===== src/rtl/acc_ctrl_pkg.sv =====
package acc_ctrl_pkg;
  localparam int STATE_W = 4;
  localparam int OP_W    = 2;

  typedef enum logic [STATE_W-1:0] {
    S_RES = 4'd0,  S_IF0 = 4'd1,  S_IF1 = 4'd2,  S_IF2 = 4'd3,
    S_IF3 = 4'd4,  S_OD  = 4'd5,  S_LD0 = 4'd6,  S_LD1 = 4'd7,
    S_LD2 = 4'd8,  S_ST0 = 4'd9,  S_ST1 = 4'd10, S_AD0 = 4'd11,
    S_AD1 = 4'd12, S_AD2 = 4'd13, S_BR0 = 4'd14, S_BR1 = 4'd15
  } state_e;

  // strobe positions in xfer_o
  localparam int X_PC_CLR    = 0;
  localparam int X_PC_INC    = 1;
  localparam int X_PC_MAR    = 2;
  localparam int X_MEM_MBR   = 3;
  localparam int X_MBR_IR    = 4;
  localparam int X_IRA_MAR   = 5;
  localparam int X_AC_MBR    = 6;
  localparam int X_MBR_BUS   = 7;
  localparam int X_MBR_AC    = 8;
  localparam int X_ADD_AC    = 9;
  localparam int X_IRA_PC    = 10;
  localparam int XFER_W      = 11;

  typedef struct packed {
    logic req;
    logic rd;
    logic wr;
  } mem_ctl_t;
endpackage


===== src/rtl/acc_ctrl_sync.sv =====
module acc_ctrl_sync #(
  parameter int STAGES = 1
) (
  input  logic clk_i,
  input  logic rst_ni,
  input  logic d_i,
  output logic q_o
);
  logic [STAGES-1:0] chain_q;

  generate
    if (STAGES == 1) begin : g_one
      always_ff @(posedge clk_i or negedge rst_ni) begin
        if (!rst_ni) chain_q <= '0;
        else         chain_q <= d_i;
      end
    end else begin : g_many
      always_ff @(posedge clk_i or negedge rst_ni) begin
        if (!rst_ni) chain_q <= '0;
        else         chain_q <= {chain_q[STAGES-2:0], d_i};
      end
    end
  endgenerate

  assign q_o = chain_q[STAGES-1];
endmodule


===== src/rtl/acc_ctrl_next.sv =====
module acc_ctrl_next
  import acc_ctrl_pkg::*;
(
  input  state_e          state_i,
  input  logic            restart_i,
  input  logic            wait_i,
  input  logic [OP_W-1:0] op_i,
  input  logic            sign_i,
  output state_e          state_next_o
);
  state_e nxt;

  always_comb begin
    nxt = state_i;
    unique case (state_i)
      S_RES: nxt = S_IF0;
      S_IF0: nxt = S_IF1;
      S_IF1: nxt = wait_i ? S_IF2 : S_IF1;
      S_IF2: nxt = wait_i ? S_IF2 : S_IF3;
      S_IF3: nxt = wait_i ? S_OD  : S_IF3;
      S_OD: begin
        unique case (op_i)
          2'b00: nxt = S_LD0;
          2'b01: nxt = S_ST0;
          2'b10: nxt = S_AD0;
          default: nxt = S_BR0;
        endcase
      end
      S_LD0: nxt = S_LD1;
      S_LD1: nxt = wait_i ? S_LD1 : S_LD2;
      S_LD2: nxt = S_IF0;
      S_ST0: nxt = S_ST1;
      S_ST1: nxt = wait_i ? S_ST1 : S_IF0;
      S_AD0: nxt = S_AD1;
      S_AD1: nxt = wait_i ? S_AD1 : S_AD2;
      S_AD2: nxt = S_IF0;
      S_BR0: nxt = sign_i ? S_BR1 : S_IF0;
      S_BR1: nxt = S_IF0;
      default: nxt = S_RES;
    endcase
    if (restart_i) nxt = S_RES;
  end

  assign state_next_o = nxt;
endmodule


===== src/rtl/acc_ctrl_decode.sv =====
module acc_ctrl_decode
  import acc_ctrl_pkg::*;
(
  input  state_e            state_i,
  output logic [XFER_W-1:0] xfer_o,
  output mem_ctl_t          mem_o
);
  always_comb begin
    xfer_o = '0;
    mem_o  = '0;
    unique case (state_i)
      S_RES: xfer_o[X_PC_CLR] = 1'b1;
      S_IF0: begin
        xfer_o[X_PC_INC] = 1'b1;
        xfer_o[X_PC_MAR] = 1'b1;
      end
      S_IF2, S_LD1, S_AD1: begin
        xfer_o[X_MEM_MBR] = 1'b1;
        mem_o.req = 1'b1;
        mem_o.rd  = 1'b1;
      end
      S_IF3: xfer_o[X_MBR_IR] = 1'b1;
      S_LD0, S_AD0: xfer_o[X_IRA_MAR] = 1'b1;
      S_ST0: begin
        xfer_o[X_IRA_MAR] = 1'b1;
        xfer_o[X_AC_MBR]  = 1'b1;
      end
      S_ST1: begin
        xfer_o[X_MBR_BUS] = 1'b1;
        mem_o.req = 1'b1;
        mem_o.wr  = 1'b1;
      end
      S_LD2: xfer_o[X_MBR_AC] = 1'b1;
      S_AD2: xfer_o[X_ADD_AC] = 1'b1;
      S_BR1: xfer_o[X_IRA_PC] = 1'b1;
      default: ;
    endcase
  end
endmodule


===== src/rtl/acc_ctrl.sv =====
module acc_ctrl
  import acc_ctrl_pkg::*;
#(
  parameter int SYNC_STAGES = 1
) (
  input  logic                clk_i,
  input  logic                rst_ni,
  input  logic                restart_i,
  input  logic                wait_i,
  input  logic [OP_W-1:0]     op_i,
  input  logic                sign_i,
  output logic [STATE_W-1:0]  state_o,
  output logic [XFER_W-1:0]   xfer_o,
  output logic                mem_req_o,
  output logic                mem_rd_o,
  output logic                mem_wr_o
);
  logic     restart_q, wait_q;
  state_e   state_q, state_d;
  mem_ctl_t mem_ctl;

  acc_ctrl_sync #(.STAGES(SYNC_STAGES)) u_sync_restart (
    .clk_i(clk_i), .rst_ni(rst_ni), .d_i(restart_i), .q_o(restart_q)
  );

  acc_ctrl_sync #(.STAGES(SYNC_STAGES)) u_sync_wait (
    .clk_i(clk_i), .rst_ni(rst_ni), .d_i(wait_i), .q_o(wait_q)
  );

  acc_ctrl_next u_next (
    .state_i(state_q), .restart_i(restart_q), .wait_i(wait_q),
    .op_i(op_i), .sign_i(sign_i), .state_next_o(state_d)
  );

  always_ff @(posedge clk_i or negedge rst_ni) begin
    if (!rst_ni) state_q <= S_RES;
    else         state_q <= state_d;
  end

  acc_ctrl_decode u_dec (
    .state_i(state_q), .xfer_o(xfer_o), .mem_o(mem_ctl)
  );

  assign state_o   = state_q;
  assign mem_req_o = mem_ctl.req;
  assign mem_rd_o  = mem_ctl.rd;
  assign mem_wr_o  = mem_ctl.wr;
endmodule


===== config.mk =====
export PLATFORM = sky130hd
export DESIGN_NAME = acc_ctrl
export DESIGN_NICKNAME = d
export VERILOG_FILES = /design/src/rtl/acc_ctrl_pkg.sv /design/src/rtl/acc_ctrl_sync.sv /design/src/rtl/acc_ctrl_next.sv /design/src/rtl/acc_ctrl_decode.sv /design/src/rtl/acc_ctrl.sv
export SDC_FILE = /design/constraint.sdc
export NUM_CORES = 1
export LEC_CHECK = 0
export ABC_CLOCK_PERIOD_IN_PS = 2000
export BUFFER_PORTS_ARGS = -buffer_cell sky130_fd_sc_hd__buf_2
export CORE_AREA = 3 3 40 42
export CTS_BUF_LIST = sky130_fd_sc_hd__clkbuf_2
export DETAILED_ROUTE_END_ITERATION = 10
export DIE_AREA = 0 0 43 45
export GPL_TIMING_DRIVEN = 0
export HOLD_SLACK_MARGIN = 0.05
export PLACE_DENSITY = 0.77
export SLEW_MARGIN = 20
export SYNTH_ARGS = -nofsm -noshare
export SYNTH_HDL_FRONTEND = slang
export SYNTH_HIERARCHICAL = 1
export SYNTH_SLANG_ARGS = --single-unit
export TNS_END_PERCENT = 30

===== constraint.sdc =====
create_clock -name clk_i -period 2 [get_ports clk_i]
set_input_delay 0 -clock clk_i [delete_from_list [all_inputs] [get_ports clk_i]]
set_output_delay 0 -clock clk_i [all_outputs]
set_load 0.005 [all_outputs]

==> metrics.md, run 1 <==
| Metric | Value |
|---|---|
| Run status | `completed` |
| Num Clock Sinks | `6` |
| Synth top area share | `24.2%` |
| Starting density of the core | `48.3%` |
| Area growth syn-to-layout | `29.6%` |
| Number of global-route vias before repair | `543` |
| Number of non-filler instances in the completed layout | `119` |
| Time the final worst path needs with I/O delays and setup | `1.55 ns` |
| Vias | `638` |
| Actual transition at the worst max-transition pin | `0.484 ns` |
| Total count of hold-check failures in the final report | `0` |
| Average cell area after synthesis | `8.39 µm²` |
| Worst slack at placement | `0.476 ns` |
| Start of the worst register-to-register path | `state_o[2]` |
| Type of element capturing the critical path | `flop` |
| Net count after synthesis | `83` |
| Count of placed standard cells including taps | `113` |
| Number of placed I/O pins | `25` |
| Number of register bits inferred by synthesis | `6` |
| WL per Instance | `11.4 µm` |
| HPWL reported at the end of detailed placement | `1040 µm` |
| Root buffer cell | `sky130_fd_sc_hd__clkbuf_2` |
| Leading post-synthesis cells by instance count | `sky130_fd_sc_hd__nor2_1, sky130_fd_sc_hd__dfrtp_1` |
| Setup slack of the critical path after layout | `0.452 ns` |
| Reg area | `150 µm²` |
| Maximum number of pins on one net before global-route repair | `16` |
| Total wirelength of the detailed-routed design | `1350 µm` |
| Synthesis warning total | `6` |
| Average via count per standard cell | `5.36` |
| Antenna violations before repair | `0` |
| Kind of path behind the tightest hold check | `primary input to async pin` |
| Final number of max-transition violations | `0` |
| Clock insertion delay at the later pin of the skew report | `0.20 ns` |
| Final Core Density | `62.6%` |
| FF-to-FF setup slack | `0.45 ns` |
| Antenna diode count | `0` |
| Maximum operating frequency | `646 MHz` |
| Synth Instances | `74` |
| Total congestion overflow | `0` |
| Count of flip-flops with a built-in enable after synthesis | `0` |
| Setup repair after global routing missed its margin | `false` |
| Cells traversed along the worst timing path | `buf_2 > nand2_1 > o311ai_0 > a21oi_1` |
| Dominant register cell in the synthesized netlist | `sky130_fd_sc_hd__dfrtp_1` |
| Power density over cell area | `589 mW/mm²` |
| DIE WIDTH | `43 µm` |
| Most frequently used cell type in the post-synthesis netlist | `sky130_fd_sc_hd__nor2_1` |
| Top cells by area in the synthesized netlist | `sky130_fd_sc_hd__dfrtp_1, sky130_fd_sc_hd__nor2_1, sky130_fd_sc_hd__ha_1` |
| # DRC | `0` |
| WP data arrival | `1.62 ns` |
| First-pass GRT wire length | `2210 µm` |
| Fraction of synthesis flops using an asynchronous set or reset pin | `100%` |
| Die outline area | `0.00194 mm²` |
| Fraction of layout instances using a drive strength above 1 | `42.3%` |
| Maximum count of clock buffers along a single path | `2` |
| R2R cell count | `4` |
| Yosys top cell by area | `sky130_fd_sc_hd__dfrtp_1` |
| Number of nets in the layout | `115` |
| Worst Clk Skew | `0.00370 ns` |
| Drt first-iter violations | `8` |
| Period utilization | `77.4%` |
| Maximum Capacitance Violations | `0` |
| Leakage power | `0.000403 µW` |
| Number of filler instances in the final layout | `118` |
| Post-synthesis cell area | `621 µm²` |
| Maximum vdd ir drop | `0.364 mV` |
| Total power consumption of the routed design | `474 µW` |
| Htree depth | `1` |
| Max Fanout on Critical Path | `14` |
| Type of the worst setup path | `flop to flop` |
| Total area of multi-input combinational cells | `395 µm²` |
| Num rows | `13` |
| Relative max-transition margin | `67.7%` |
| Residual antenna-violating net count after detailed routing | `0` |
| Reg-to-reg critical path endpoint | `state_o[1]` |
| Detailed-routing iteration count for the pre-antenna-repair pass | `4` |
| Netlist cell types | `37` |
| Total routing usage reported by global routing | `14.5%` |
| Startpoint kind of the worst setup timing path | `flop` |
| TritonCTS clock tree | `built` |
| Delay contributed by the slowest stage of the critical path | `0.61 ns` |
| Number of endpoints failing setup at the final stage | `0` |
| Weighted congestion reported at the end of routability-driven placement | `0.874` |
| Number of post-CTS setup repair buffers | `0` |
| Clock slew at the register clock pins of the worst setup and hold paths | `0.05 ns` |
| Critical Path Slowest Stage Cell | `sky130_fd_sc_hd__dfrtp_1` |
| Post-synthesis sequential area ratio | `24.2%` |
| Count of port buffers added during placement | `24` |
| Setup TNS Final | `0 ns` |
| Die Y | `45 µm` |
| Placeable Area | `0.00128 mm²` |
| Worst Path Required | `2.07 ns` |
| Number of clock buffers inserted by TritonCTS | `3` |
## worst max-delay path: cells and delay by family (launching register included)
family / cells / cell delay (ns)
AND/OR/NAND/NOR: 1 / 0.06
AO/OA/AOI/OAI: 2 / 0.45
buffers and inverters: 1 / 0.29
flip-flops: 1 / 0.61
## metrics by stage
stage,instance area [µm²],hold WS (ns)
after floorplan,621,-0.296
after global placement,759,-0.177
after detailed placement,759,-0.176
after CTS,805,0.132
after global routing,805,0.162
final,805,0.148
## cells by family (layout without fill, tap and decap cells)
group	count (synthesis)	in the layout	share of synthesized area, %
AO/OA/AOI/OAI	19	19	22.2
XOR/XNOR	1	1	1.41
adder cells (fa/ha/maj)	2	2	4.03
buffers and inverters	12	42	12.1
flip-flops	6	6	24.2
multiplexers	1	1	1.61
AND/OR/NAND/NOR	33	33	34.5
## worst max-delay path by stage
stage,cells after the start,from,endpoint
after detailed placement,4,state_o[2],state_o[1]
after global placement,4,state_o[2],state_o[1]
after CTS,4,state_o[2],state_o[1]
after floorplan,5,state_o[1],state_o[2]
final,4,state_o[2],state_o[1]
after global routing,4,state_o[0],xfer_o[2]
## power by group
| part | internal (µW) | switching (µW) |
|---|---|---|
| Clock | 40.6 | 35.8 |
| Combinational | 124 | 108 |
| Sequential | 133 | 32.7 |
| Total | 297 | 177 |
## cells in the final DEF, fill, tap and decap left out, types with 2 or more instances in the layout
cell type,instances
sky130_fd_sc_hd__nor2_1,7
sky130_fd_sc_hd__nand3b_1,2
sky130_fd_sc_hd__nor3_1,3
sky130_fd_sc_hd__buf_6,2
sky130_fd_sc_hd__o22ai_1,2
sky130_fd_sc_hd__o21ai_0,4
sky130_fd_sc_hd__nand2b_1,4
sky130_fd_sc_hd__dfrtp_1,6
sky130_fd_sc_hd__dlygate4sd3_1,3
sky130_fd_sc_hd__buf_2,27
sky130_fd_sc_hd__or2b_1,2
sky130_fd_sc_hd__ha_1,2
sky130_fd_sc_hd__buf_4,3
sky130_fd_sc_hd__nand2_1,4
sky130_fd_sc_hd__inv_1,4
sky130_fd_sc_hd__nor3b_2,2
sky130_fd_sc_hd__clkbuf_2,3
sky130_fd_sc_hd__a21oi_1,2
sky130_fd_sc_hd__o21ai_1,2
## metal layers
metal / track usage (%) / vias up / wire [µm]
met5: 0 / - / 0
met4: 3.61 / 0 / 8
met3: 4.78 / 2 / 101
met2: 24.6 / 25 / 646
met1: 17.9 / 287 / 596
li1: - / 324 / -
## sequential cells by signal, summed over array words and instances, names as in the netlist
| signal | cells |
|---|---|
| state_o | 4 |
| u_sync_restart/q_o | 1 |
| u_sync_wait/q_o | 1 |
## layout make-up
type | instances | area share [%]
Multi-Input combinational cell | 56 | 49.1
Buffer | 8 | 7.47
Tap cell | 15 | 2.33
Timing Repair Buffer | 27 | 18.7
Clock buffer | 3 | 1.87
Sequential cell | 6 | 18.7
Inverter | 4 | 1.87
## repair_timing
item,4_1_cts,5_1_grt
hold buffers,3,0
endpoints found under the hold margin,8,0
resized for setup,0,0
Note: power is estimated with default switching activity, not from simulation.
==> inputs of run 2 (changes only) <==
Settings changed: ABC_AREA set to 1, ABC_CLOCK_PERIOD_IN_PS 2000 to 1300, CORE_AREA 3 3 40 42 to not set, CORE_MARGIN set to 3, CORE_UTILIZATION set to 44, DIE_AREA 0 0 43 45 to not set.
Clock period 2 ns to 1.3 ns, I/O delays scaled along.
==> run 2 against run 1 <==
Against the previous run:
- sequential cell count is the same
- design area grew 1.7%
- synthesized cell count grew 42%
- combinational power grew 28%
- hold slack lost 0.024 ns
- via count grew 16%
- critical endpoint is now xfer_o[2]
- largest power group unchanged
==> metrics.md, run 2 <==
| Metric | Value |
|---|---|
| Run status | `completed` |
| Antenna diode count | `0` |
| Average cell area after synthesis | `5.68 µm²` |
| R2R cell count | `8` |
| Weighted congestion reported at the end of routability-driven placement | `0.917` |
| First-pass GRT wire length | `2230 µm` |
| Die Y | `42.8 µm` |
| Fraction of layout instances using a drive strength above 1 | `34.3%` |
| Clock slew at the register clock pins of the worst setup and hold paths | `0.07 ns` |
| Number of buffer and inverter stages on the critical path | `3` |
| Post-synthesis cell area | `597 µm²` |
| Number of global-route vias before repair | `612` |
| Final number of max-transition violations | `0` |
| Placeable Area | `0.00119 mm²` |
| Time the final worst path needs with I/O delays and setup | `1.28 ns` |
| Detailed-routing iteration count for the pre-antenna-repair pass | `4` |
| Startpoint kind of the worst setup timing path | `flop` |
| Average via count per standard cell | `4.88` |
| TritonCTS clock tree | `built` |
| Setup repair after global routing missed its margin | `true` |
| Period utilization | `98.2%` |
| Synth Instances | `105` |
| Critical Path Slowest Stage Cell | `sky130_fd_sc_hd__dfrtp_2` |
| Count of flip-flops with a built-in enable after synthesis | `0` |
| Residual antenna-violating net count after detailed routing | `0` |
| Reg-to-reg critical path endpoint | `state_o[3]` |
| DIE WIDTH | `42.8 µm` |
| Total wirelength of the detailed-routed design | `1510 µm` |
| Actual transition at the worst max-transition pin | `0.233 ns` |
| Number of non-filler instances in the completed layout | `151` |
| Num rows | `12` |
| Net count after synthesis | `114` |
| Root buffer cell | `sky130_fd_sc_hd__clkbuf_2` |
| Worst Clk Skew | `0.00577 ns` |
| Number of nets in the layout | `148` |
| Synthesis warning total | `6` |
| Yosys top cell by area | `sky130_fd_sc_hd__dfrtp_1` |
| Cells traversed along the worst timing path | `inv_1 > nand2_1 > nor2_1 > buf_4 > buf_2` |
| Drt first-iter violations | `18` |
| Area growth syn-to-layout | `37.1%` |
| HPWL reported at the end of detailed placement | `1120 µm` |
| Die outline area | `0.00183 mm²` |
| # DRC | `0` |
| Worst Path Required | `1.30 ns` |
| Count of port buffers added during placement | `24` |
| Most frequently used cell type in the post-synthesis netlist | `sky130_fd_sc_hd__nand2_1` |
| Starting density of the core | `50.3%` |
| Total routing usage reported by global routing | `15.4%` |
| Relative max-transition margin | `84.5%` |
| Top cells by area in the synthesized netlist | `sky130_fd_sc_hd__dfrtp_1, sky130_fd_sc_hd__nand2_1, sky130_fd_sc_hd__nor2_1` |
| Type of element capturing the critical path | `output pin` |
| Delay contributed by the slowest stage of the critical path | `0.45 ns` |
| Clock insertion delay at the later pin of the skew report | `0.23 ns` |
| Synth top area share | `25.2%` |
| Kind of path behind the tightest hold check | `primary input to async pin` |
| Type of the worst setup path | `flop to output pin` |
| Maximum vdd ir drop | `0.572 mV` |
| Number of placed I/O pins | `25` |
| Number of filler instances in the final layout | `109` |
| Fraction of synthesis flops using an asynchronous set or reset pin | `100%` |
| Number of register bits inferred by synthesis | `6` |
| Num Clock Sinks | `6` |
| Antenna violations before repair | `0` |
| Maximum operating frequency | `783 MHz` |
| Number of clock buffers inserted by TritonCTS | `3` |
| Start of the worst register-to-register path | `state_o[1]` |
| Maximum number of pins on one net before global-route repair | `14` |
| Max Fanout on Critical Path | `5` |
| Total count of hold-check failures in the final report | `0` |
| Cell type group with the largest total delay on the critical path | `flip-flops` |
| Maximum count of clock buffers along a single path | `2` |
| Vias | `737` |
| Number of flip-flops under the largest register name | `4` |
| Dominant register cell in the synthesized netlist | `sky130_fd_sc_hd__dfrtp_1` |
| Final-layout worst hold slack | `0.124 ns` |
| Total congestion overflow | `0` |
| WL per Instance | `10.0 µm` |
| FF-to-FF setup slack | `0.04 ns` |
| Total power consumption of the routed design | `678 µW` |
| Post-synthesis sequential area ratio | `25.2%` |
| Most used cells in the layout excluding fill and tap cells | `sky130_fd_sc_hd__nand2_1, sky130_fd_sc_hd__buf_2, sky130_fd_sc_hd__nor2_1, sky130_fd_sc_hd__inv_1, sky130_fd_sc_hd__nand3_1` |
| WP data arrival | `1.28 ns` |
| Power density over cell area | `828 mW/mm²` |
| Leading post-synthesis cells by instance count | `sky130_fd_sc_hd__nand2_1, sky130_fd_sc_hd__nor2_1, sky130_fd_sc_hd__inv_1, sky130_fd_sc_hd__nand3_1, sky130_fd_sc_hd__dfrtp_1` |
| Most common library cell in the layout ignoring fill and taps | `sky130_fd_sc_hd__nand2_1` |
| Maximum Capacitance Violations | `0` |
| Number of endpoints failing setup at the final stage | `0` |
| Netlist cell types | `17` |
| Leakage power | `0.000509 µW` |
| Count of placed standard cells including taps | `143` |
| Htree depth | `1` |
## run 2: cell count changes after synthesis, moves of 3 or more
cell,before,now
sky130_fd_sc_hd__inv_1,4,16
sky130_fd_sc_hd__nand2b_1,4,0
sky130_fd_sc_hd__nand2_1,4,28
sky130_fd_sc_hd__buf_2,3,0
sky130_fd_sc_hd__nor2_1,7,22
sky130_fd_sc_hd__nand3_1,0,11
sky130_fd_sc_hd__inv_2,0,4
## run 2: cell type report
cell class / count / area (µm²) / share of cell area [%]
tap: 14 / 17.5 / 2.14
multi-input combinational: 75 / 349 / 42.7
inverter: 20 / 75.1 / 9.17
timing repair buffer: 29 / 178 / 21.7
buffer: 4 / 30.0 / 3.67
clock buffer: 3 / 15.0 / 1.83
sequential: 6 / 154 / 18.8
## run 2: logic make-up after synthesis
group | after synthesis | share of synthesized area, %
AO/OA/AOI/OAI | 6 | 5.66
adder cells (fa/ha/maj) | 2 | 4.19
buffers and inverters | 24 | 17.6
flip-flops | 6 | 25.2
AND/OR/NAND/NOR | 67 | 47.4
## run 2: worst register-to-register path, cell delays in order (launching register included)
cell,delay (ns)
sky130_fd_sc_hd__dfrtp_2,0.45
sky130_fd_sc_hd__buf_12,0.14
sky130_fd_sc_hd__inv_1,0.06
sky130_fd_sc_hd__nand2_1,0.08
sky130_fd_sc_hd__nor2_1,0.15
sky130_fd_sc_hd__nand2_1,0.08
sky130_fd_sc_hd__nand3_1,0.08
sky130_fd_sc_hd__nor2_1,0.04
sky130_fd_sc_hd__nor2_1,0.10
## run 2: timing repair
action / 4_1_cts / 5_1_grt
setup endpoints to repair: 5 / 5
hold buffers: 3 / 0
endpoints found under the hold margin: 8 / 0
buffers inserted: 0 / 2
gates resized for setup: 3 / 2
## run 2: through the flow
stage | setup WS, ns | util, % | TNS (ns) | instance area (µm²)
3_3_place_gp | 0.0192 | 61.9 | 0 | 734
4_1_cts | 0.00119 | 66.0 | 0 | 783
2_1_floorplan | 0.162 | - | 0 | 597
5_1_grt | -0.0903 | 69.0 | -0.251 | 818
3_5_place_dp | -0.00592 | 61.9 | -0.00592 | 734
6_report | 0.0229 | 69.0 | 0 | 818
## run 2: how the worst max path moves through the flow
stage               slack (ns)          to  cells past startpoint  startpoint
finish                    0.02   xfer_o[2]                      5  state_o[1]
floorplan                 0.16  state_o[1]                      7  state_o[0]
global placement          0.02  state_o[3]                      7  state_o[0]
CTS                      0.001   xfer_o[3]                      6  state_o[2]
global route             -0.09   xfer_o[2]                      5  state_o[1]
detailed placement      -0.006  state_o[1]                      7  state_o[0]
## run 2: layer usage
layer	up-vias	global-route usage, %	wire (µm)
met2	29	28.4	764
met1	323	17.0	641
met4	0	5.59	17
met3	6	2.97	90
met5	-	0	0
li1	379	-	-
## run 2: where the power goes
group	switching, µW	total (µW)	internal, µW
Clock	75.5	138	62.8
Sequential	38.2	243	205
Combinational	158	296	138
==> inputs of run 3 (changes only) <==
Settings changed: PLACE_DENSITY 0.77 to 0.85.
==> run 3 against run 2 <==
Against the previous run:
- first-iteration DRC count up 39%
- die area unchanged
- non-clock buffer count up 3
- sequential share of layout area down 0.30 points
- sequential cell count unchanged
- critical path type unchanged
==> metrics.md, run 3 (synthesis gave the netlist of run 2 again) <==
| Metric | Value |
|---|---|
| Average via count per standard cell | `4.93` |
| Startpoint kind of the worst setup timing path | `flop` |
| Die Y | `42.8 µm` |
| Max Fanout on Critical Path | `6` |
| Type of element capturing the critical path | `output pin` |
| Capturing element of the worst setup path | `xfer_o[3]` |
| Num Clock Sinks | `6` |
| Post-route cell area | `838 µm²` |
| Setup TNS Final | `0 ns` |
| WP data arrival | `1.23 ns` |
| Placeable Area | `0.00119 mm²` |
| Residual antenna-violating net count after detailed routing | `0` |
| Starting density of the core | `50.3%` |
| WL per Instance | `9.62 µm` |
| Power density over cell area | `783 mW/mm²` |
| Total routing usage reported by global routing | `15.4%` |
| Antenna violations before repair | `0` |
| Worst Path Required | `1.30 ns` |
| HPWL reported at the end of detailed placement | `1090 µm` |
| Kind of path behind the tightest hold check | `primary input to async pin` |
| Number of flip-flops under the largest register name | `4` |
| DIE WIDTH | `42.8 µm` |
| Num rows | `12` |
| Htree depth | `1` |
| Final number of max-transition violations | `0` |
| Final-layout worst hold slack | `0.138 ns` |
| Maximum Capacitance Violations | `0` |
| Maximum count of clock buffers along a single path | `2` |
| Clock insertion delay at the later pin of the skew report | `0.21 ns` |
| Fraction of layout instances using a drive strength above 1 | `38.6%` |
| Number of global-route vias before repair | `560` |
| Weighted congestion reported at the end of routability-driven placement | `0.929` |
| Vias | `759` |
| Total count of hold-check failures in the final report | `0` |
| Leakage power | `0.000520 µW` |
| Number of clock buffers inserted by TritonCTS | `3` |
| Actual transition at the worst max-transition pin | `0.240 ns` |
| Launching instance or port of the critical path | `state_o[1]` |
| Drt first-iter violations | `25` |
| Most used cells in the layout excluding fill and tap cells | `sky130_fd_sc_hd__nand2_1, sky130_fd_sc_hd__buf_2, sky130_fd_sc_hd__nor2_1, sky130_fd_sc_hd__inv_1, sky130_fd_sc_hd__nand3_1` |
| Count of port buffers added during placement | `24` |
| Number of filler instances in the final layout | `105` |
| Total congestion overflow | `0` |
| Detailed-routing iteration count for the pre-antenna-repair pass | `4` |
| FF-to-FF setup slack | `0.08 ns` |
| Time the final worst path needs with I/O delays and setup | `1.23 ns` |
| Start of the worst register-to-register path | `state_o[2]` |
| Maximum number of pins on one net before global-route repair | `14` |
| Number of nets in the layout | `151` |
| R2R cell count | `7` |
| Relative max-transition margin | `84.0%` |
| Antenna diode count | `0` |
| Period utilization | `94.9%` |
| Maximum operating frequency | `810 MHz` |
| Type of the worst setup path | `flop to output pin` |
| Maximum vdd ir drop | `0.571 mV` |
| Worst Clk Skew | `0.00216 ns` |
| # DRC | `0` |
| Placed cell areas | `734 µm²` |
| Most common library cell in the layout ignoring fill and taps | `sky130_fd_sc_hd__nand2_1` |
| Number of placed I/O pins | `25` |
| Number of endpoints failing setup at the final stage | `0` |
| Run status | `completed` |
| Setup repair after global routing missed its margin | `true` |
| Root buffer cell | `sky130_fd_sc_hd__clkbuf_2` |
| Area growth syn-to-layout | `40.5%` |
| Total power consumption of the routed design | `656 µW` |
| Clock slew at the register clock pins of the worst setup and hold paths | `0.05 ns` |
| Total area of multi-input combinational cells | `357 µm²` |
| Total wirelength of the detailed-routed design | `1480 µm` |
| First-pass GRT wire length | `2210 µm` |
| Reg-to-reg critical path endpoint | `state_o[3]` |
| TritonCTS clock tree | `built` |
| Die outline area | `0.00183 mm²` |
| Reg area | `155 µm²` |
## run 3: cell count changes in the layout (fill, tap and decap cells not counted), sizes merged
cell  before  now
buf       30   33
## run 3: stage by stage
stage | utilization (%) | worst slack, ns | instances
6_report | 70.7 | 0.0659 | 154
4_1_cts | 66.0 | 0.0173 | 149
3_5_place_dp | 61.9 | -0.00832 | 143
2_1_floorplan | - | 0.162 | 105
3_3_place_gp | 61.9 | 0.0186 | 143
5_1_grt | 70.7 | -0.0359 | 154
## run 3: layout make-up
cell class | count | share of cell area, %
multi-input cells | 75 | 42.5
repair buffers | 32 | 22.1
flip-flops and latches | 6 | 18.5
inverters | 20 | 8.96
plain buffers | 4 | 4.03
well taps | 14 | 2.09
clock buffers | 3 | 1.79
## run 3: critical path, cell delays in order, from the launching register on
cell and delay, ns:
sky130_fd_sc_hd__dfrtp_2 0.44, sky130_fd_sc_hd__buf_2 0.17, sky130_fd_sc_hd__nand3_1 0.11, sky130_fd_sc_hd__nand2_1 0.07, sky130_fd_sc_hd__buf_4 0.12, sky130_fd_sc_hd__buf_2 0.11
## run 3: how the worst min path moves through the flow
| stage | end | cells after the start | start | slack, ns |
|---|---|---|---|---|
| 2_1_floorplan | state_o[0] | 0 | rst_ni | -0.30 |
| 3_3_place_gp | state_o[1] | 1 | rst_ni | -0.18 |
| 3_5_place_dp | u_sync_restart/q_o | 1 | rst_ni | -0.17 |
| 4_1_cts | u_sync_wait/q_o | 2 | rst_ni | 0.13 |
| 5_1_grt | u_sync_restart/q_o | 2 | rst_ni | 0.13 |
| 6_report | u_sync_wait/q_o | 2 | rst_ni | 0.14 |
## run 3: what timing repair did
item / in CTS / in global routing
pin swaps: 0 / 1
hold endpoints to repair: 8 / 0
setup endpoints to repair: 5 / 6
hold buffers: 3 / 0
setup buffers: 0 / 5
gates cloned: 0 / 0
gates resized for setup: 3 / 8
## run 3: report_power, final
part,leakage [µW],internal (µW),switching (µW)
Clock,0.0000125,62.3,54.7
Combinational,0.000437,134,162
Sequential,0.0000707,205,38.0
Total,0.000520,402,254
## run 3: per-layer routing
metal,GRT usage (%),share of wire (%),vias up
met5,0,0,-
met4,7.45,0,0
li1,-,-,389
met3,2.54,8.0,0
met2,24.0,50,40
met1,20.4,41,330
